===== src/rtl/spibyte_pkg.sv =====
package spibyte_pkg;

  localparam int ADDR_W = 3;

  localparam logic [ADDR_W-1:0] OFF_MODE = 3'd0;
  localparam logic [ADDR_W-1:0] OFF_RXD  = 3'd1;
  localparam logic [ADDR_W-1:0] OFF_TXD  = 3'd2;
  localparam logic [ADDR_W-1:0] OFF_CMD  = 3'd3;
  localparam logic [ADDR_W-1:0] OFF_STAT = 3'd4;
  localparam logic [ADDR_W-1:0] OFF_DIV  = 3'd6;

  // field order mirrors mode register bits 4..0
  typedef struct packed {
    logic lead;   // bit 4: capture on leading edge
    logic en;     // bit 3: port enable
    logic lsb;    // bit 2: least significant bit first
    logic cpol;   // bit 1: SCK idles high
    logic loop;   // bit 0: internal loopback
  } mode_t;

  localparam int MODE_W = $bits(mode_t);

  typedef enum logic [1:0] {
    XS_IDLE = 2'd0,
    XS_RUN  = 2'd1,
    XS_DONE = 2'd2,
    XS_TAIL = 2'd3
  } xfer_state_t;

endpackage


===== src/rtl/spibyte_divider.sv =====
module spibyte_divider #(
  parameter int DIV_W = 8
) (
  input  logic             clk,
  input  logic             rst_n,
  input  logic             run,
  input  logic [DIV_W-1:0] cdm,
  output logic             tick
);
  localparam int CNT_W = DIV_W + 1;

  logic [CNT_W-1:0] cnt_q;
  logic [CNT_W-1:0] half_m1;

  // half period is 2*(cdm+1) cycles, so terminal count is 2*cdm+1
  assign half_m1 = {cdm, 1'b1};
  assign tick    = run && (cnt_q == half_m1);

  always_ff @(posedge clk or negedge rst_n) begin
    if (!rst_n)               cnt_q <= '0;
    else if (!run || tick)    cnt_q <= '0;
    else                      cnt_q <= cnt_q + CNT_W'(1);
  end

endmodule


===== src/rtl/spibyte_shifter.sv =====
module spibyte_shifter
  import spibyte_pkg::*;
#(
  parameter int DATA_W = 8
) (
  input  logic              clk,
  input  logic              rst_n,
  input  mode_t             mode,
  input  logic [DATA_W-1:0] tx_byte,
  input  logic              start,
  input  logic              tick,
  input  logic              spi_miso,
  output logic              running,
  output logic              busy,
  output logic              done,
  output logic [DATA_W-1:0] rx_byte,
  output logic              spi_sck,
  output logic              spi_mosi
);
  localparam int SR_W      = DATA_W + 1;
  localparam int N_EDGES   = 2 * DATA_W;
  localparam int EDGE_W    = $clog2(N_EDGES);
  localparam logic [EDGE_W-1:0] LAST_EDGE = EDGE_W'(N_EDGES - 1);

  xfer_state_t        state_q;
  logic [EDGE_W-1:0]  edge_q;
  logic               phase_q;
  logic [SR_W-1:0]    tx_sr_q;
  logic [DATA_W-1:0]  rx_sr_q;
  logic [DATA_W-1:0]  tx_ord;
  logic               miso_in;
  logic               capture;

  // bit order handled by mirroring at load and at unload
  for (genvar i = 0; i < DATA_W; i++) begin : g_order
    assign tx_ord[i]  = mode.lsb ? tx_byte[DATA_W-1-i] : tx_byte[i];
    assign rx_byte[i] = mode.lsb ? rx_sr_q[DATA_W-1-i] : rx_sr_q[i];
  end

  assign running  = (state_q == XS_RUN);
  assign busy     = (state_q != XS_IDLE);
  assign done     = (state_q == XS_DONE);
  assign spi_mosi = running && mode.en && tx_sr_q[SR_W-1];
  assign spi_sck  = mode.cpol ^ (phase_q & mode.en);
  assign miso_in  = mode.loop ? spi_mosi : spi_miso;
  // even edge index = leading edge
  assign capture  = mode.lead ? ~edge_q[0] : edge_q[0];

  always_ff @(posedge clk or negedge rst_n) begin
    if (!rst_n) begin
      state_q <= XS_IDLE;
      edge_q  <= '0;
      phase_q <= 1'b0;
      tx_sr_q <= '0;
      rx_sr_q <= '0;
    end else if (!mode.en) begin
      state_q <= XS_IDLE;
      phase_q <= 1'b0;
    end else begin
      case (state_q)
        XS_IDLE: begin
          if (start) begin
            state_q <= XS_RUN;
            edge_q  <= '0;
            phase_q <= 1'b0;
            rx_sr_q <= '0;
            // leading-capture presents the first bit now; trailing-capture
            // presents it on the first leading edge
            tx_sr_q <= mode.lead ? {tx_ord, 1'b0} : {1'b0, tx_ord};
          end
        end
        XS_RUN: begin
          if (tick) begin
            phase_q <= ~phase_q;
            edge_q  <= edge_q + EDGE_W'(1);
            if (capture) rx_sr_q <= {rx_sr_q[DATA_W-2:0], miso_in};
            else         tx_sr_q <= {tx_sr_q[SR_W-2:0], 1'b0};
            if (edge_q == LAST_EDGE) state_q <= XS_DONE;
          end
        end
        XS_DONE: state_q <= XS_TAIL;
        XS_TAIL: state_q <= XS_IDLE;
        default: state_q <= XS_IDLE;
      endcase
    end
  end

  p_idle_lines_r10: assert property (@(posedge clk) disable iff (!rst_n)
    (state_q == XS_IDLE) |-> (!spi_mosi && (spi_sck == mode.cpol)));

  p_abort_r12: assert property (@(posedge clk) disable iff (!rst_n)
    !mode.en |=> (state_q == XS_IDLE));

  p_last_edge_r3: assert property (@(posedge clk) disable iff (!rst_n)
    (running && mode.en && tick && edge_q == LAST_EDGE) |=> done);

  p_sck_hold_r3: assert property (@(posedge clk) disable iff (!rst_n)
    (running && mode.en && !tick) |=> $stable(phase_q));

endmodule


===== src/rtl/spibyte_regs.sv =====
module spibyte_regs
  import spibyte_pkg::*;
#(
  parameter int DATA_W = 8,
  parameter int DIV_W  = 8
) (
  input  logic              clk,
  input  logic              rst_n,
  input  logic              bus_en,
  input  logic              bus_we,
  input  logic [ADDR_W-1:0] bus_addr,
  input  logic [DATA_W-1:0] bus_wdata,
  output logic [DATA_W-1:0] bus_rdata,
  input  logic              busy,
  input  logic              done,
  input  logic [DATA_W-1:0] rx_byte,
  output mode_t             mode,
  output logic [DIV_W-1:0]  cdm,
  output logic [DATA_W-1:0] tx_byte,
  output logic              start,
  output logic              irq
);
  mode_t             mode_q;
  logic [DIV_W-1:0]  cdm_q;
  logic [DATA_W-1:0] txd_q;
  logic [DATA_W-1:0] rxd_q;
  logic              rdy_q;
  logic              wr_hit;
  logic              rd_hit;
  logic              rd_rx;

  assign wr_hit = bus_en && bus_we;
  assign rd_hit = bus_en && !bus_we;
  assign rd_rx  = rd_hit && (bus_addr == OFF_RXD);
  assign start  = wr_hit && (bus_addr == OFF_CMD) && bus_wdata[0] && mode_q.en && !busy;

  assign mode    = mode_q;
  assign cdm     = cdm_q;
  assign tx_byte = txd_q;
  assign irq     = rdy_q;

  always_ff @(posedge clk or negedge rst_n) begin
    if (!rst_n) begin
      mode_q <= '0;
      cdm_q  <= '0;
      txd_q  <= '0;
      rxd_q  <= '0;
      rdy_q  <= 1'b0;
    end else begin
      if (wr_hit) begin
        case (bus_addr)
          OFF_MODE: mode_q <= mode_t'(bus_wdata[MODE_W-1:0]);
          OFF_TXD:  txd_q  <= bus_wdata;
          OFF_DIV:  cdm_q  <= bus_wdata[DIV_W-1:0];
          default:  ;
        endcase
      end
      if (done) begin
        rxd_q <= rx_byte;
        rdy_q <= 1'b1;
      end else if (rd_rx) begin
        rdy_q <= 1'b0;
      end
    end
  end

  always_comb begin
    bus_rdata = '0;
    if (rd_hit) begin
      case (bus_addr)
        OFF_MODE: bus_rdata = DATA_W'(mode_q);
        OFF_RXD:  bus_rdata = rxd_q;
        OFF_TXD:  bus_rdata = txd_q;
        OFF_STAT: bus_rdata = DATA_W'({busy, rdy_q});
        OFF_DIV:  bus_rdata = DATA_W'(cdm_q);
        default:  bus_rdata = '0;
      endcase
    end
  end

  p_rd_clears_r9: assert property (@(posedge clk) disable iff (!rst_n)
    (rd_rx && !done) |=> !rdy_q);

  p_busy_gap_r8: assert property (@(posedge clk) disable iff (!rst_n)
    $rose(rdy_q) |-> busy ##1 !busy);

endmodule


===== src/rtl/spibyte_master.sv =====
module spibyte_master
  import spibyte_pkg::*;
#(
  parameter int DATA_W = 8,
  parameter int DIV_W  = 8
) (
  input  logic              clk,
  input  logic              rst_n,
  input  logic              bus_en,
  input  logic              bus_we,
  input  logic [ADDR_W-1:0] bus_addr,
  input  logic [DATA_W-1:0] bus_wdata,
  output logic [DATA_W-1:0] bus_rdata,
  output logic              irq,
  output logic              spi_sck,
  output logic              spi_mosi,
  input  logic              spi_miso
);
  mode_t             mode;
  logic [DIV_W-1:0]  cdm;
  logic [DATA_W-1:0] tx_byte;
  logic [DATA_W-1:0] rx_byte;
  logic              start;
  logic              running;
  logic              busy;
  logic              done;
  logic              tick;

  spibyte_regs #(.DATA_W(DATA_W), .DIV_W(DIV_W)) u_regs (
    .clk       (clk),
    .rst_n     (rst_n),
    .bus_en    (bus_en),
    .bus_we    (bus_we),
    .bus_addr  (bus_addr),
    .bus_wdata (bus_wdata),
    .bus_rdata (bus_rdata),
    .busy      (busy),
    .done      (done),
    .rx_byte   (rx_byte),
    .mode      (mode),
    .cdm       (cdm),
    .tx_byte   (tx_byte),
    .start     (start),
    .irq       (irq)
  );

  spibyte_divider #(.DIV_W(DIV_W)) u_div (
    .clk   (clk),
    .rst_n (rst_n),
    .run   (running),
    .cdm   (cdm),
    .tick  (tick)
  );

  spibyte_shifter #(.DATA_W(DATA_W)) u_shift (
    .clk      (clk),
    .rst_n    (rst_n),
    .mode     (mode),
    .tx_byte  (tx_byte),
    .start    (start),
    .tick     (tick),
    .spi_miso (spi_miso),
    .running  (running),
    .busy     (busy),
    .done     (done),
    .rx_byte  (rx_byte),
    .spi_sck  (spi_sck),
    .spi_mosi (spi_mosi)
  );

endmodule


===== config.mk =====
export PLATFORM = sky130hd
export DESIGN_NAME = spibyte_master
export DESIGN_NICKNAME = d
export VERILOG_FILES = /design/src/rtl/spibyte_pkg.sv /design/src/rtl/spibyte_divider.sv /design/src/rtl/spibyte_shifter.sv /design/src/rtl/spibyte_regs.sv /design/src/rtl/spibyte_master.sv
export SDC_FILE = /design/constraint.sdc
export NUM_CORES = 1
export LEC_CHECK = 0
export ABC_AREA = 0
export BUFFER_PORTS_ARGS = -buffer_cell sky130_fd_sc_hd__buf_4
export CAP_MARGIN = 20
export CORE_ASPECT_RATIO = 1.1
export CORE_MARGIN = 2
export CORE_UTILIZATION = 42
export DETAILED_ROUTE_END_ITERATION = 10
export GPL_ROUTABILITY_DRIVEN = 0
export SLEW_MARGIN = 5
export SYNTH_ARGS = -nofsm -noshare
export SYNTH_HDL_FRONTEND = slang
export SYNTH_SLANG_ARGS = --single-unit

===== constraint.sdc =====
create_clock -name clk -period 3 [get_ports clk]
set_input_delay 0.9 -clock clk [delete_from_list [all_inputs] [get_ports clk]]
set_output_delay 0.9 -clock clk [all_outputs]
set_load 0.01 [all_outputs]

# == Yosys cells after proc, flatten, opt, wreduce, memory -nomap -nowiden ==
# Cells that the tools add are included.
# op_classes
n_eq_ne,18
reduce_logical,27
bitwise_logic,4
addsub,2
n_mux,44
# op_table
op,n
9-bit two-way mux,5
8-bit case mux with 5 select lines,1
8-bit two-way mux,4
1-bit two-way mux,23
9-bit case mux with 2 select lines,1
8-bit case mux with 2 select lines,1
1-bit logical AND,10
5-bit AND reduction,2
"9-bit by 1-bit adder with 9-bit output, second input constant",1
9-bit == test,1
2-bit two-way mux,4
4-bit two-way mux,2
2-bit case mux with 4 select lines,1
4-bit case mux with 2 select lines,1
"3-bit by 2-bit == test with 1-bit output, second input constant",2
"3-bit == test, second input constant",2
"2-bit != test, second input constant",3
"3-bit != test, second input constant",2
2-bit AND reduction,3
3-bit AND reduction,2
2-bit nonzero test,3
"4-bit by 1-bit adder with 4-bit output, second input constant",1
"2-bit == test, second input constant",2
"4-bit == test, second input constant",1
14 further kinds,17
# word_totals
reg_bits,63
word_cells,110
inputBits,16
out_inout_bits,11

# == Depth between registers and ports, before layout ==
# Gate-level depths: netlist of run 1.
# depth
ltp_word,8
mapped_depth,8

# == Hierarchy ==
# Synthesis of run 1 repeated with hierarchy kept, for this count alone.
# unflattened
cells_unflattened,337
area_unflattened_um2,3558.4
# modules_own_cells
mod,area_per_inst_um2,cells_each,n_inst,seq_area_each_um2
spibyte_shifter,1554.0,169,1,600.6
spibyte_regs,1502.7,117,1,750.7
spibyte_divider,501.7,51,1,225.2

# == Worst setup path after synthesis of run 1 ==
# No wires, ideal clock.
# synth_path
kind,input-to-output
startpoint,input port bus_addr[1]
endpoint,output port bus_rdata[0]
arrival_time_ps,2051
t_required_ps,2100
stages,6
path_slack_ps,49
path_cell_list,buf_4 -> nor2b_1 -> clkbuf_1 -> nor2b_1 -> a22oi_1 -> a21oi_1
# synth_via
elab_chain_cells,3
# synth_lines
item,line_no,rtl
start: declaration,spibyte_master.sv:11,"input logic [ADDR_W-1:0] bus_addr,"
"3-bit == test, or another cell as far along",spibyte_regs.sv:70,case (bus_addr)
8-bit case mux with 5 select lines *,spibyte_regs.sv:70,
8-bit two-way mux *,spibyte_regs.sv:69,if (rd_hit) begin
end: declaration,spibyte_master.sv:13,"output logic [DATA_W-1:0] bus_rdata,"
# Mark *: on every way between the ends. The rest lies on a longest branch, timed or not.

# == Worst setup path in the final report of run 1 ==
# layout_path
startpoint,input port bus_addr[1]
endpoint,output port bus_rdata[3]
# Same word-level chain as after synthesis.

==> results of run 1 <==
per-stage QoR:
step	utilization [%]	worst slack, ps	std cells
after CTS	50.1	118	457
after global placement	47.0	99.4	441
after global routing	50.1	19.5	457
after floorplan	-	49.0	318
final	50.1	110	457
after detailed placement	47.0	12.9	441
routing by layer:
layer / vias up / track usage (%)
li1: 1208 / -
met2: 51 / 30.4
met1: 1238 / 26.1
met4: 0 / 7.46
met3: 10 / 3.16
met5: - / 0
power by group through the flow:
stage | logic [mW] | registers (mW) | clock network [mW]
2_1_floorplan | 0.361 | 1.03 | 0
3_3_place_gp | 0.441 | 1.09 | 0
3_5_place_dp | 0.450 | 1.10 | 0
4_1_cts | 0.453 | 1.08 | 0.899
5_1_grt | 0.501 | 1.10 | 0.941
6_report | 0.447 | 1.08 | 0.879
kinds of logic (layout without fill, tap and decap cells):
kind of cell / count (synthesis) / after routing / synth area share, %
compound gates: 62 / 62 / 12.4
xor+xnor: 18 / 18 / 4.64
fa+ha+maj: 6 / 6 / 2.21
buf+inv: 23 / 54 / 2.98
flops: 63 / 63 / 46.4
mux: 58 / 58 / 18.5
simple gates: 88 / 88 / 12.9
area by class of cell:
class,instances,area [um2]
clock buffers,12,165
clock inverters,4,76.3
fillers,747,3930
inverters,4,15.0
multi-input cells,232,1720
flip-flops and latches,63,1580
well taps,108,135
repair buffers,34,255
flip-flops by register name (all words and copies together) (netlist names):
signal           cells
u_div.cnt_q          9
u_shift.tx_sr_q      9
u_regs.cdm           8
u_regs.rxd_q         8
u_regs.tx_byte       8
u_shift.rx_sr_q      8
u_regs.mode          5
u_shift.edge_q       4
u_shift.state_q      2
u_regs.irq           1
u_shift.phase_q      1
cells in the mapped netlist (5+ instances only):
master    count  area (um2)
ha_1          6        75.1
mux2_2       38         428
xnor2_1       7        61.3
a21oi_1      15        75.1
clkbuf_1     13        48.8
a22oi_1       8        60.1
dfrtp_1      63        1580
nor2b_1       5        31.3
mux2i_1      20         200
nor2_1       24        90.1
xor2_1       11        96.3
a22o_1        8        70.1
nand3_1      10        50.1
o21ai_0      12        60.1
nand2_1      25        93.8
and3_1        6        37.5
worst max-delay path by stage:
stage                      startpoint      endpoint  depth (start not counted)
after floorplan           bus_addr[1]  bus_rdata[0]                          6
after global placement    bus_addr[1]  bus_rdata[4]                          6
after detailed placement  bus_addr[1]  bus_rdata[3]                          6
after CTS                 bus_addr[1]  bus_rdata[3]                          6
after global routing      bus_addr[1]  bus_rdata[1]                          6
final                     bus_addr[1]  bus_rdata[3]                          6
layout by cell type, fill, tap and decap left out, drive strengths merged, types with 2 or more instances in the layout:
cell	netlist	final
nand2	25	25
clkbuf	13	12
xor2	11	11
nand3	11	11
ha	6	6
nor4	3	3
nor2	24	24
a22o	8	8
o221ai	2	2
o21ai	13	13
a211o	2	2
a32oi	4	4
mux2	38	38
a22oi	8	8
o211ai	2	2
bufinv	0	2
and3	6	6
mux2i	20	20
dfrtp	63	63
nand4	2	2
nor3	4	4
a21oi	15	15
nand4b	2	2
xnor2	7	7
buf	6	34
nor2b	5	5
a21o	4	4
inv	4	4
what timing repair did:
action | CTS | global route
resized for setup | 1 | 0
hold buffers | 0 | 0
endpoints found under the setup margin | 1 | 0
==> reports/qor.yml, run 1 <==
grt_overflow: 0
grt_pass1_wl_mm: 13.0
vias: 2507
maxSlewViolCount: 0
port_buffers: 26
pwr_density_cell_nw_per_um2: 610
min_from: "u_shift.tx_sr_q[0]$_DFFE_PN0P_"
rr_worst_depth: 6
finalCritPeriodShare_pct: 96.3
critPathCaptureType: "output port"
clock_latency_ps: 350
die_area_um2: 8820
start_util_pct: 43.2
critPathRequiredTime_ps: 2100
post_cts_buffers: 0
outcome: "complete, no violations"
hold-path-endpoint: "u_shift.tx_sr_q[0]$_DFFE_PN0P_"
critPathKind: "primary input to output port"
min_path_cells: 1
ys.flop_type: "dfrtp_1"
p_int_mw: 1.72
syn_area_per_cell_um2: 10.7
ys_types: 44
cts_buffer_depth: 2
p_leak_nw: 1.74
wl_mm: 7.77
hpwl_mm: 5.61
tns_ps: 0
worst_pin_slew_ps: 803
yosysSeqAreaShare_pct: 46.4
core_area_um2: 7870
final_cell_area_um2: 3950
synth_enable_flop_cells: 0
drv_cap: 0
r2r_end: "u_shift.tx_sr_q[3]$_DFFE_PN0P_"
syn_to_final_growth_pct: 16.1
vias_per_cell: 5.49
firstDrtPassIters: 4
slew-limit-headroom_pct: 46.5
grt.total_usage_pct: 19.0
grt_pass1_vias: 2421
drc: 0
path_max_fanout: 8
syn_nets: 340
route.met3.wl_um: 275
cp-start-kind: "primary input"
yosys_warnings: 0
rsz0062_at_grt: "false"
wirelength_met1_mm: 3.61
num_io_pins: 27
finalHoldViolCount: 0
h-tree-depth: 3
holdWs_ps: 488
reg2reg_slack_ps: 820
synth_cells: 318
cts_sinks: 63
cts_tree: "done"
fmax_mhz: 346
async_reset_ff_share_pct: 100
ant_nets: 0
drt_iter0_drc: 174
fin_crit_ps: 2890
antenna_found_initial: 0
ys_ff_latch: 63
rr_startpoint: "u_shift.state_q[1]$_DFFE_PN0P_"
cp_num_buf_inv: 2
cts_buffers: 9
syn_area_um2: 3400
path_clk_slew_ps: 70
num_rows: 34
arrival_ps: 1990
hp-class: "flop to flop"
top_layer: "met4"
fp.dieH_um: 98.3
pwr-share-seq_pct: 44.9
crit_top_cell: "buf_4"
wl_met2_mm: 3.76
comb_power_share_pct: 18.6
max-vdd-ir-drop_uv: 320
drive_gt1_share_pct: 26.6
dpl_cell_area_um2: 3700
p_total_mw: 2.41
slowest_delay_ps: 290
netSwitchingPower_mw: 0.685
final_nets: 366
critical_path.cell_chain: "buf_4 > nor2b_1 > nor2b_2 > a22oi_1 > a21oi_1 > buf_4"
clkPwrFrac_pct: 36.5
fp.dieW_um: 89.8
cpLargestDelayFamily: "simple AND/OR/NAND/NOR gates"
grt_max_degree: 64
wl_per_cell_um: 17.0
finalSetupViolCount: 0
n_antenna_cell: 0
slowest_stage: "nor2b_2"
switching_share_pct: 28.5
root_buffer: "clkbuf_8"
finClkSkew_ps: 8.83
Power figures use the tool's default switching activity.
==> run 2: changes to the inputs <==
- HOLD_SLACK_MARGIN: unset -> 0.12
- clock period: 3 -> 3.6 ns (I/O delays scaled with it)
==> reports/qor.yml, run 2 (same netlist as run 1, synthesis figures left out) <==
h-tree-depth: 3
fillerInstances: 736
grt_max_degree: 64
drt_iter0_drc: 125
wl_mm: 7.70
dp_cells: 439
grt_pass1_wl_mm: 12.7
vias_per_cell: 5.46
vias: 2483
die_area_um2: 8820
p_total_mw: 1.95
critPathRequiredTime_ps: 2520
pwr_density_cell_nw_per_um2: 500
rsz0062_at_grt: "false"
fp.dieW_um: 89.8
cts_buffer_depth: 2
ctsHoldBuffers: 0
grt.total_usage_pct: 18.5
fin_crit_ps: 3340
rr_worst_depth: 6
ant_nets: 0
cts_tree: "done"
finClkSkew_ps: 6.09
min_path_cells: 1
worst_pin_slew_ps: 817
final_common_cell: "dfrtp_1"
tns_ps: 0
cts_resized: 0
hp-class: "flop to flop"
cts_sinks: 63
start_util_pct: 43.2
path_max_fanout: 8
drive_gt1_share_pct: 25.9
syn_to_final_growth_pct: 15.0
maxSlewViolCount: 0
final_nets: 364
cp-start-kind: "primary input"
num_io_pins: 27
firstDrtPassIters: 4
drv_cap: 0
min_from: "u_shift.tx_sr_q[0]$_DFFE_PN0P_"
fp.dieH_um: 98.3
grt_overflow: 0
num_rows: 34
cp-startpoint: "bus_addr[1]"
fmax_mhz: 299
finalSetupViolCount: 0
n_antenna_cell: 0
port_buffers: 26
rr_startpoint: "u_shift.state_q[1]$_DFFE_PN0P_"
root_buffer: "clkbuf_8"
slew-limit-headroom_pct: 45.5
stdcell_count: 455
antenna_found_initial: 0
post_cts_buffers: 0
wl_per_cell_um: 16.9
hpwl_mm: 5.53
core_area_um2: 7870
layout_common_cells: "63 x dfrtp_1, 38 x mux2_2, 32 x buf_4"
path_clk_slew_ps: 70
max-vdd-ir-drop_uv: 216
critPathCaptureType: "output port"
cts_buffers: 9
critPathKind: "primary input to output port"
p_leak_nw: 1.72
grt_pass1_vias: 2480
drc: 0
arrival_ps: 2260
finalCritPeriodShare_pct: 92.9
clock_latency_ps: 340
outcome: "complete, no violations"
finalHoldViolCount: 0
reg_top3: "u_div.cnt_q (9), u_shift.tx_sr_q (9)"
==> run 2: final timing paths <==
check,endpoint,slack [ps]
setup reg to reg,u_shift.rx_sr_q[6]$_DFFE_PN0P_,1150
hold reg to reg,u_shift.tx_sr_q[0]$_DFFE_PN0P_,480
max in group asynchronous,u_shift.tx_sr_q[4]$_DFFE_PN0P_,2230
min in group asynchronous,u_div.cnt_q[6]$_DFF_PN0_,840
hold / removal,u_shift.tx_sr_q[0]$_DFFE_PN0P_,480
setup / recovery,bus_rdata[3],260
==> run 2: layout make-up <==
class                   instances  area [um2]  share of cell area, %
multi-input cells             232        1720                   44.0
clock inverters                 7        96.3                   2.47
flip-flops and latches         63        1580                   40.4
well taps                     108         135                   3.46
repair buffers                 32         240                   6.15
inverters                       4        15.0                  0.384
clock buffers                   9         124                   3.17
==> run 2: metal layers <==
layer,share of wire [%],track usage (%)
met2,48,29.4
met1,48,25.5
met3,3.2,4.32
met4,1.2,5.68
met5,0,0
==> run 2: stage by stage <==
| stage | worst slack [ps] | cell area (um2) | utilization (%) | hold slack [ps] |
|---|---|---|---|---|
| 2_1_floorplan | 289 | 3400 | - | 450 |
| 3_3_place_gp | 341 | 3690 | 46.8 | 463 |
| 3_5_place_dp | 297 | 3690 | 46.8 | 467 |
| 4_1_cts | 286 | 3910 | 49.6 | 483 |
| 5_1_grt | 176 | 3910 | 49.6 | 514 |
| 6_report | 256 | 3910 | 49.6 | 483 |
==> run 2: worst max-delay path, cell delays in order <==
cell and delay [ps]:
buf_4 130, nor2b_1 170, nor2b_1 370, a22oi_1 160, a21oi_1 200, buf_4 150
==> run 2: power by group <==
group | switching [mW] | total, mW | internal, mW
logic | 0.174 | 0.370 | 0.196
registers | 0.107 | 0.897 | 0.790
clock network | 0.296 | 0.686 | 0.391
==> run 3: changes to the inputs <==
- CTS_BUF_LIST: unset -> sky130_fd_sc_hd__clkbuf_4
==> reports/qor.yml, run 3 (same netlist as run 1, synthesis figures left out) <==
cts_buffers: 9
reg_top3: "u_div.cnt_q (9), u_shift.tx_sr_q (9)"
slowest_stage: "nor2b_1"
maxSlewViolCount: 0
critPathCaptureType: "output port"
max-vdd-ir-drop_uv: 226
drv_cap: 0
fin_crit_ps: 3330
firstDrtPassIters: 4
cts_buffer_depth: 2
wl_mm: 7.70
start_util_pct: 43.2
drt_iter0_drc: 118
die_area_um2: 8820
grt_pass1_vias: 2498
final_nets: 364
final.setup.worst_slack_ps: 268
final_cell_area_um2: 3850
drive_gt1_share_pct: 25.9
root_buffer: "clkbuf_4"
num_io_pins: 27
grt_pass1_wl_mm: 12.7
cp-start-kind: "primary input"
pwr_density_cell_nw_per_um2: 475
finalHoldViolCount: 0
fillerInstances: 744
fp.dieW_um: 89.8
netSwitchingPower_mw: 0.561
cp_num_buf_inv: 2
finalCritPeriodShare_pct: 92.6
final_util_pct: 48.9
cts_sinks: 63
n_antenna_cell: 0
cts_resized: 0
layout_common_cells: "63 x dfrtp_1, 38 x mux2_2, 32 x buf_4"
drc: 0
path_clk_slew_ps: 110
finClkSkew_ps: 9.18
stdcell_count: 455
vias: 2492
post_cts_buffers: 0
ant_nets: 0
comb_power_share_pct: 20.2
critical_path.cell_chain: "buf_4 > nor2b_1 > nor2b_1 > a22oi_1 > a21oi_1 > buf_4"
ctsHoldBuffers: 0
cts_tree: "done"
switching_share_pct: 30.7
cpLargestDelayFamily: "simple AND/OR/NAND/NOR gates"
outcome: "complete, no violations"
core_area_um2: 7870
grt_max_degree: 64
critPathRequiredTime_ps: 2520
rsz0062_at_grt: "false"
worst_pin_slew_ps: 803
tns_ps: 0
p_int_mw: 1.27
syn_to_final_growth_pct: 13.3
clkPwrFrac_pct: 30.8
grt_overflow: 0
wl_per_cell_um: 16.9
port_buffers: 26
holdWs_ps: 491
vias_per_cell: 5.48
clock_latency_ps: 410
arrival_ps: 2250
dpl_cell_area_um2: 3690
hp-class: "flop to flop"
finalSetupViolCount: 0
hpwl_mm: 5.53
p_total_mw: 1.83
critPathKind: "primary input to output port"
p_leak_nw: 1.69
fp.dieH_um: 98.3
slowest_delay_ps: 370
final_common_cell: "dfrtp_1"
dp_slack_ps: 297
num_rows: 34
grt.total_usage_pct: 18.6
dp_cells: 439
slew-limit-headroom_pct: 46.5
h-tree-depth: 3
antenna_found_initial: 0
fmax_mhz: 300
path_max_fanout: 8
pwr-share-seq_pct: 49.0
-- run 3: changes by cell type in the layout (fill, tap and decap cells not counted) --
cell | before | now
clkbuf_4 | 0 | 9
clkbuf_8 | 9 | 0
-- run 3: power by group through the flow --
stage / registers, mW / clock network [mW] / logic [mW]
3_3_place_gp: 0.909 / 0 / 0.368
4_1_cts: 0.895 / 0.574 / 0.376
2_1_floorplan: 0.856 / 0 / 0.301
6_report: 0.896 / 0.563 / 0.370
5_1_grt: 0.911 / 0.599 / 0.415
3_5_place_dp: 0.909 / 0 / 0.375
-- run 3: path summary, 6_finish.rpt --
kind | startpoint | end | slack [ps] | depth (start not counted)
min in group asynchronous | rst_n | u_div.cnt_q[6]$_DFF_PN0_ | 740 | 1
hold / removal | u_shift.tx_sr_q[0]$_DFFE_PN0P_ | u_shift.tx_sr_q[0]$_DFFE_PN0P_ | 490 | 1
max in group asynchronous | rst_n | u_shift.tx_sr_q[7]$_DFFE_PN0P_ | 2330 | 1
setup / recovery | bus_addr[1] | bus_rdata[3] | 270 | 6
hold reg to reg | u_shift.tx_sr_q[0]$_DFFE_PN0P_ | u_shift.tx_sr_q[0]$_DFFE_PN0P_ | 490 | 1
setup reg to reg | u_shift.state_q[1]$_DFFE_PN0P_ | u_shift.rx_sr_q[6]$_DFFE_PN0P_ | 1160 | 6
-- run 3: per-layer routing --
metal / up-vias / global-route usage (%) / share of wire, %
li1: 1201 / - / -
met1: 1236 / 25.4 / 47
met2: 44 / 29.5 / 48
met3: 11 / 3.16 / 3.5
met4: 0 / 7.81 / 1.6
met5: - / 0 / 0
-- run 3: area by class of cell --
type | count | area, um2 | area share (%)
inverters | 4 | 15.0 | 0.390
well taps | 108 | 135 | 3.51
repair buffers | 32 | 240 | 6.24
clock buffers | 9 | 67.6 | 1.75
clock inverters | 7 | 96.3 | 2.50
multi-input cells | 232 | 1720 | 44.7
flip-flops and latches | 63 | 1580 | 40.9
